--- src/rtl/trip_gate_pkg.sv ---
package trip_gate_pkg;

  typedef enum logic {
    GATE_BLANK = 1'b0,
    GATE_PASS  = 1'b1
  } gate_state_e;

  // strobes from control to datapath
  typedef struct packed {
    logic passSel;  // output mux selects PWM when high, else constant 0
    logic tripHit;  // passing state meets a filtered fault this cycle
  } gate_strobe_t;

endpackage

--- src/rtl/trip_gate_dp.sv ---
module trip_gate_dp
  import trip_gate_pkg::*;
#(
  parameter int SYNC_STAGES = 2,
  parameter int FILT_LEN    = 2
) (
  input  logic         clk,
  input  logic         rstN,
  input  logic         pwmIn,
  input  logic         faultIn,
  input  gate_strobe_t strobe,
  output logic         pwmRise,
  output logic         faultSync,
  output logic         faultFilt,
  output logic         gateOut,
  output logic         tripFlag
);

  logic [SYNC_STAGES-1:0] pwmSh;
  logic [SYNC_STAGES-1:0] faultSh;
  logic                   pwmSync;
  logic                   pwmWasHigh;

  // PWM chain resets high so a level held through reset is not an edge
  always_ff @(posedge clk or negedge rstN) begin
    if (!rstN) begin
      pwmSh      <= '1;
      faultSh    <= '0;
      pwmWasHigh <= 1'b1;
    end else begin
      pwmSh      <= {pwmSh[SYNC_STAGES-2:0], pwmIn};
      faultSh    <= {faultSh[SYNC_STAGES-2:0], faultIn};
      pwmWasHigh <= pwmSync;
    end
  end

  assign pwmSync   = pwmSh[SYNC_STAGES-1];
  assign faultSync = faultSh[SYNC_STAGES-1];
  assign pwmRise   = pwmSync && !pwmWasHigh;

  generate
    if (FILT_LEN <= 1) begin : gNoFilt
      assign faultFilt = faultSync;
    end else begin : gFilt
      localparam int CW = $clog2(FILT_LEN);
      localparam logic [CW-1:0] CNT_TOP = CW'(FILT_LEN - 1);
      logic [CW-1:0] hiCnt;

      always_ff @(posedge clk or negedge rstN) begin
        if (!rstN)              hiCnt <= '0;
        else if (!faultSync)    hiCnt <= '0;
        else if (hiCnt != CNT_TOP) hiCnt <= hiCnt + 1'b1;
      end

      assign faultFilt = faultSync && (hiCnt == CNT_TOP);

      AST_FAULT_FILTERED: assert property (@(posedge clk) disable iff (!rstN)
        faultFilt |-> $past(faultSync));
    end
  endgenerate

  // output mux: PWM or constant zero
  assign gateOut = strobe.passSel ? pwmSync : 1'b0;

  always_ff @(posedge clk or negedge rstN) begin
    if (!rstN) tripFlag <= 1'b0;
    else       tripFlag <= strobe.tripHit;
  end

  AST_FAULT_BLANKS: assert property (@(posedge clk) disable iff (!rstN)
    faultFilt |-> !gateOut);

  AST_STATUS_SINGLE: assert property (@(posedge clk) disable iff (!rstN)
    tripFlag |=> !tripFlag);

endmodule

--- src/rtl/trip_gate_ctrl.sv ---
module trip_gate_ctrl
  import trip_gate_pkg::*;
(
  input  logic         clk,
  input  logic         rstN,
  input  logic         pwmRise,
  input  logic         faultSync,
  input  logic         faultFilt,
  output gate_strobe_t strobe
);

  gate_state_e state;
  gate_state_e stateNext;
  logic        rearm;

  // re-arm needs a rising edge with the comparator quiet; fault wins ties
  assign rearm = (state == GATE_BLANK) && pwmRise && !faultSync;

  always_comb begin
    stateNext = state;
    unique case (state)
      GATE_PASS:  if (faultFilt) stateNext = GATE_BLANK;
      GATE_BLANK: if (rearm)     stateNext = GATE_PASS;
      default:    stateNext = GATE_BLANK;
    endcase
  end

  always_ff @(posedge clk or negedge rstN) begin
    if (!rstN) state <= GATE_BLANK;
    else       state <= stateNext;
  end

  always_comb begin
    strobe.passSel = ((state == GATE_PASS) || rearm) && !faultFilt;
    strobe.tripHit = (state == GATE_PASS) && faultFilt;
  end

  AST_ARMED_HOLDS: assert property (@(posedge clk) disable iff (!rstN)
    (state == GATE_PASS && !faultFilt) |=> state == GATE_PASS);

  AST_TRIP_BLANKS: assert property (@(posedge clk) disable iff (!rstN)
    (state == GATE_PASS && faultFilt) |=> state == GATE_BLANK);

  AST_BLANK_HOLDS: assert property (@(posedge clk) disable iff (!rstN)
    (state == GATE_BLANK && !pwmRise) |=> state == GATE_BLANK);

  AST_FAULT_WINS: assert property (@(posedge clk) disable iff (!rstN)
    (state == GATE_BLANK && pwmRise && faultSync) |=> state == GATE_BLANK);

endmodule

--- src/rtl/pwm_trip_gate.sv ---
module pwm_trip_gate
  import trip_gate_pkg::*;
#(
  parameter int SYNC_STAGES = 2,
  parameter int FILT_LEN    = 2
) (
  input  logic clk,
  input  logic rstN,
  input  logic pwmIn,
  input  logic faultIn,
  output logic pwmOut,
  output logic tripPulse
);

  gate_strobe_t strobe;
  logic         pwmRise;
  logic         faultSync;
  logic         faultFilt;

  trip_gate_dp #(
    .SYNC_STAGES(SYNC_STAGES),
    .FILT_LEN   (FILT_LEN)
  ) uDp (
    .clk      (clk),
    .rstN     (rstN),
    .pwmIn    (pwmIn),
    .faultIn  (faultIn),
    .strobe   (strobe),
    .pwmRise  (pwmRise),
    .faultSync(faultSync),
    .faultFilt(faultFilt),
    .gateOut  (pwmOut),
    .tripFlag (tripPulse)
  );

  trip_gate_ctrl uCtrl (
    .clk      (clk),
    .rstN     (rstN),
    .pwmRise  (pwmRise),
    .faultSync(faultSync),
    .faultFilt(faultFilt),
    .strobe   (strobe)
  );

endmodule

--- config.mk ---
export PLATFORM = sky130hd
export DESIGN_NAME = pwm_trip_gate
export DESIGN_NICKNAME = d
export VERILOG_FILES = /design/src/rtl/trip_gate_pkg.sv /design/src/rtl/trip_gate_dp.sv /design/src/rtl/trip_gate_ctrl.sv /design/src/rtl/pwm_trip_gate.sv
export SDC_FILE = /design/constraint.sdc
export NUM_CORES = 1
export LEC_CHECK = 0
export ABC_AREA = 1
export BUFFER_PORTS_ARGS = -buffer_cell sky130_fd_sc_hd__buf_2
export CAP_MARGIN = 20
export CORE_AREA = 2 2 39 41
export DETAILED_ROUTE_END_ITERATION = 10
export DIE_AREA = 0 0 41 43
export GPL_ROUTABILITY_DRIVEN = 0
export HOLD_SLACK_MARGIN = 0.06
export SETUP_SLACK_MARGIN = 0.5
export SLEW_MARGIN = 10
export SYNTH_ARGS = -nofsm -noshare
export SYNTH_HDL_FRONTEND = slang
export SYNTH_SLANG_ARGS = --single-unit
--- constraint.sdc ---
create_clock -name clk -period 2.3 [get_ports clk]
set_input_delay 0.46 -clock clk [delete_from_list [all_inputs] [get_ports clk]]
set_output_delay 0.46 -clock clk [all_outputs]
set_load 0.1 [all_outputs]
==> reports/metrics.cfg <==
[synth]
yosys_warnings = 0
synth.distinct_cells = 8
yosysSeqAreaShare_pct = 81.09
syn-cell-area_um2 = 251.5
avgSynthCellArea_um2 = 13.24
yosys_register_bits = 8
synth_fp_nets = 23
synth_cells = 19

[critical_path]
path_class = register to output port
cp.arrival_ns = 1.28
crit_fanout = 3
critical-path-max-stage-delay_ns = 0.53
worstSetupEndpointType = output port
crit_chain = nand3_1, nand2_1, nand2_2, nor2_4, buf_12
slowest_stage = dfstp_2
cp-start-kind = register
cp_data_required_time_ns = 1.84

[place]
dp_hpwl_um = 245.4
io_buffers = 5
dp_slack_ns = 0.6113
place_area_um2 = 301.5

[clock_network]
cts_tree = done
clkTransAtPathRegs_ns = 0.06
cts_buffer_depth = 2
clock_latency_ns = 0.25
cts_setup_buffers = 0
cts_inserted_buffers = 3
clock-root-buffer = clkbuf_4
htreeDepth = 1
clock_sinks = 8

[grt]
gr-total-overflow = 0
gr-usage-all-layers_pct = 6.193
antenna_found_initial = 0
grt_max_degree = 9
grt_pass1_vias = 166
grt_pass1_wl_um = 662

[final_layout]
final_cell_area_um2 = 352.8
num-nets-final = 34
drive_gt1_share_pct = 44.83
antenna_cells = 0
area_delta_synth_final_pct = 40.30

[die]
rows = 14
fp.dieH_um = 43
core_mm2 = 0.001384
initial_core_util_pct = 18.17
io_pins = 6
dieArea_mm2 = 0.001763
die_x_um = 41

[sta]
worst_pin_slew_ns = 0.4847
fin_tns_setup_ns = 0
fmax_mhz = 576.2
max-slew-margin-rel_pct = 67.91
final_hold_viol_count = 0
slew_violations = 0
setup_viol = 0
fin_crit_sh_pct = 75.46
rsz0062_at_grt = true
whs_ns = 0.2995
setup_slack_ns = 0.5645
fin_worst_skew_ns = 0.003580
finalCriticalPeriod_ns = 1.736

[routing]
vias = 156
wl_per_cell_um = 7.289
drt_iter0_markers = 0
vias_per_cell = 3.467
firstDrtPassIters = 1
antenna_left = 0
drcViolationCount = 0
routed_wl_um = 328

[power]
peakVddDrop_v = 0.0003410
p_leak_nw = 0.1794
powerDensity_mw_per_mm2 = 869.4
power.total_uw = 306.8

[outcome]
outcome = finished, final reports clean

[run]
drv_cap = 0

[hold_path]
hold_class = primary input to register

[state kept, by name, summed over array words and instances (netlist names)]
name / count
uDp.tripFlag: 1
uDp.pwmSh: 2
uDp.faultSh: 2
uDp.gFilt.hiCnt: 1
uDp.pwmWasHigh: 1
uCtrl.state: 1
[worst max-delay path, delay by kind of cell (launching register included)]
family / cells / cell delay (ns)
DFF: 1 / 0.53
and+or+nand+nor: 4 / 0.32
buffers and inverters: 1 / 0.18
[path summary, 6_finish.rpt]
path                       slack [ns]             end  depth (start not counted)      startpoint
max reg2reg                      1.40     uCtrl.state                          5  uDp.pwmWasHigh
min in group asynchronous        0.56  uDp.faultSh[0]                          2            rstN
max                              0.56          pwmOut                          5    uDp.pwmSh[1]
min reg2reg                      0.36  uDp.faultSh[1]                          0  uDp.faultSh[0]
min                              0.30    uDp.pwmSh[0]                          1           pwmIn
max in group asynchronous        1.50  uDp.pwmWasHigh                          2            rstN
[final cells by class]
type,instances,area [um2]
clock buffer,4,26.28
fill,147,1031
inverter,5,18.77
multi-input combinational,6,33.78
sequential,8,203.9
tap,16,20.02
timing repair buffer,6,50.05
[per-layer routing]
metal  global-route usage [%]  wire, um  up-vias
met5                        0         0        -
met3                    6.283        52        0
met1                    6.333       111       75
met2                    8.438       164        9
li1                         -         -       72
met4                    2.000         0        0
[cell usage in the layout, fill, tap and decap left out, drive strengths merged]
| master | count |
|---|---|
| inv | 5 |
| dfrtp | 5 |
| buf | 5 |
| clkbuf | 4 |
| dfstp | 3 |
| nand2 | 3 |
| nor2 | 2 |
| nand3 | 1 |
| dlygate4sd3 | 1 |
[cell families after synthesis]
| kind of cell | after synthesis | synth area share [%] |
|---|---|---|
| buffers and inverters | 5 | 7.463 |
| DFF | 8 | 81.10 |
| and+or+nand+nor | 6 | 11.44 |
[synthesized netlist by cell type]
cell type  number  share of area [%]
dfrtp_1         5                 50
dfstp_2         3                 31
inv_1           5                7.5
nand2_1         2                3.0
nand2_2         1                2.5
nand3_1         1                2.0
nor2_1          1                1.5
nor2_2          1                2.5
[per-stage QoR]
| step | instances | utilization, % |
|---|---|---|
| CTS | 45 | 24.86 |
| global placement | 40 | 21.79 |
| finish | 45 | 25.50 |
| detailed placement | 40 | 21.79 |
| floorplan | 19 | - |
| global route | 45 | 25.50 |
[report_power, final]
part	leakage, nW	switching, mW	internal, mW
logic	0.0714	0.0257	0.0116
registers	0.0930	0.00274	0.151
clock network	0.0150	0.0492	0.0665
[repair_timing]
item                                    in CTS  in global routing
resized for setup                            2                  2
endpoints found under the setup margin       1                  1
endpoints found under the hold margin        5                  0
hold buffers                                 1                  0
pin swaps                                    0                  0
Note: power is estimated with default switching activity, not from simulation.
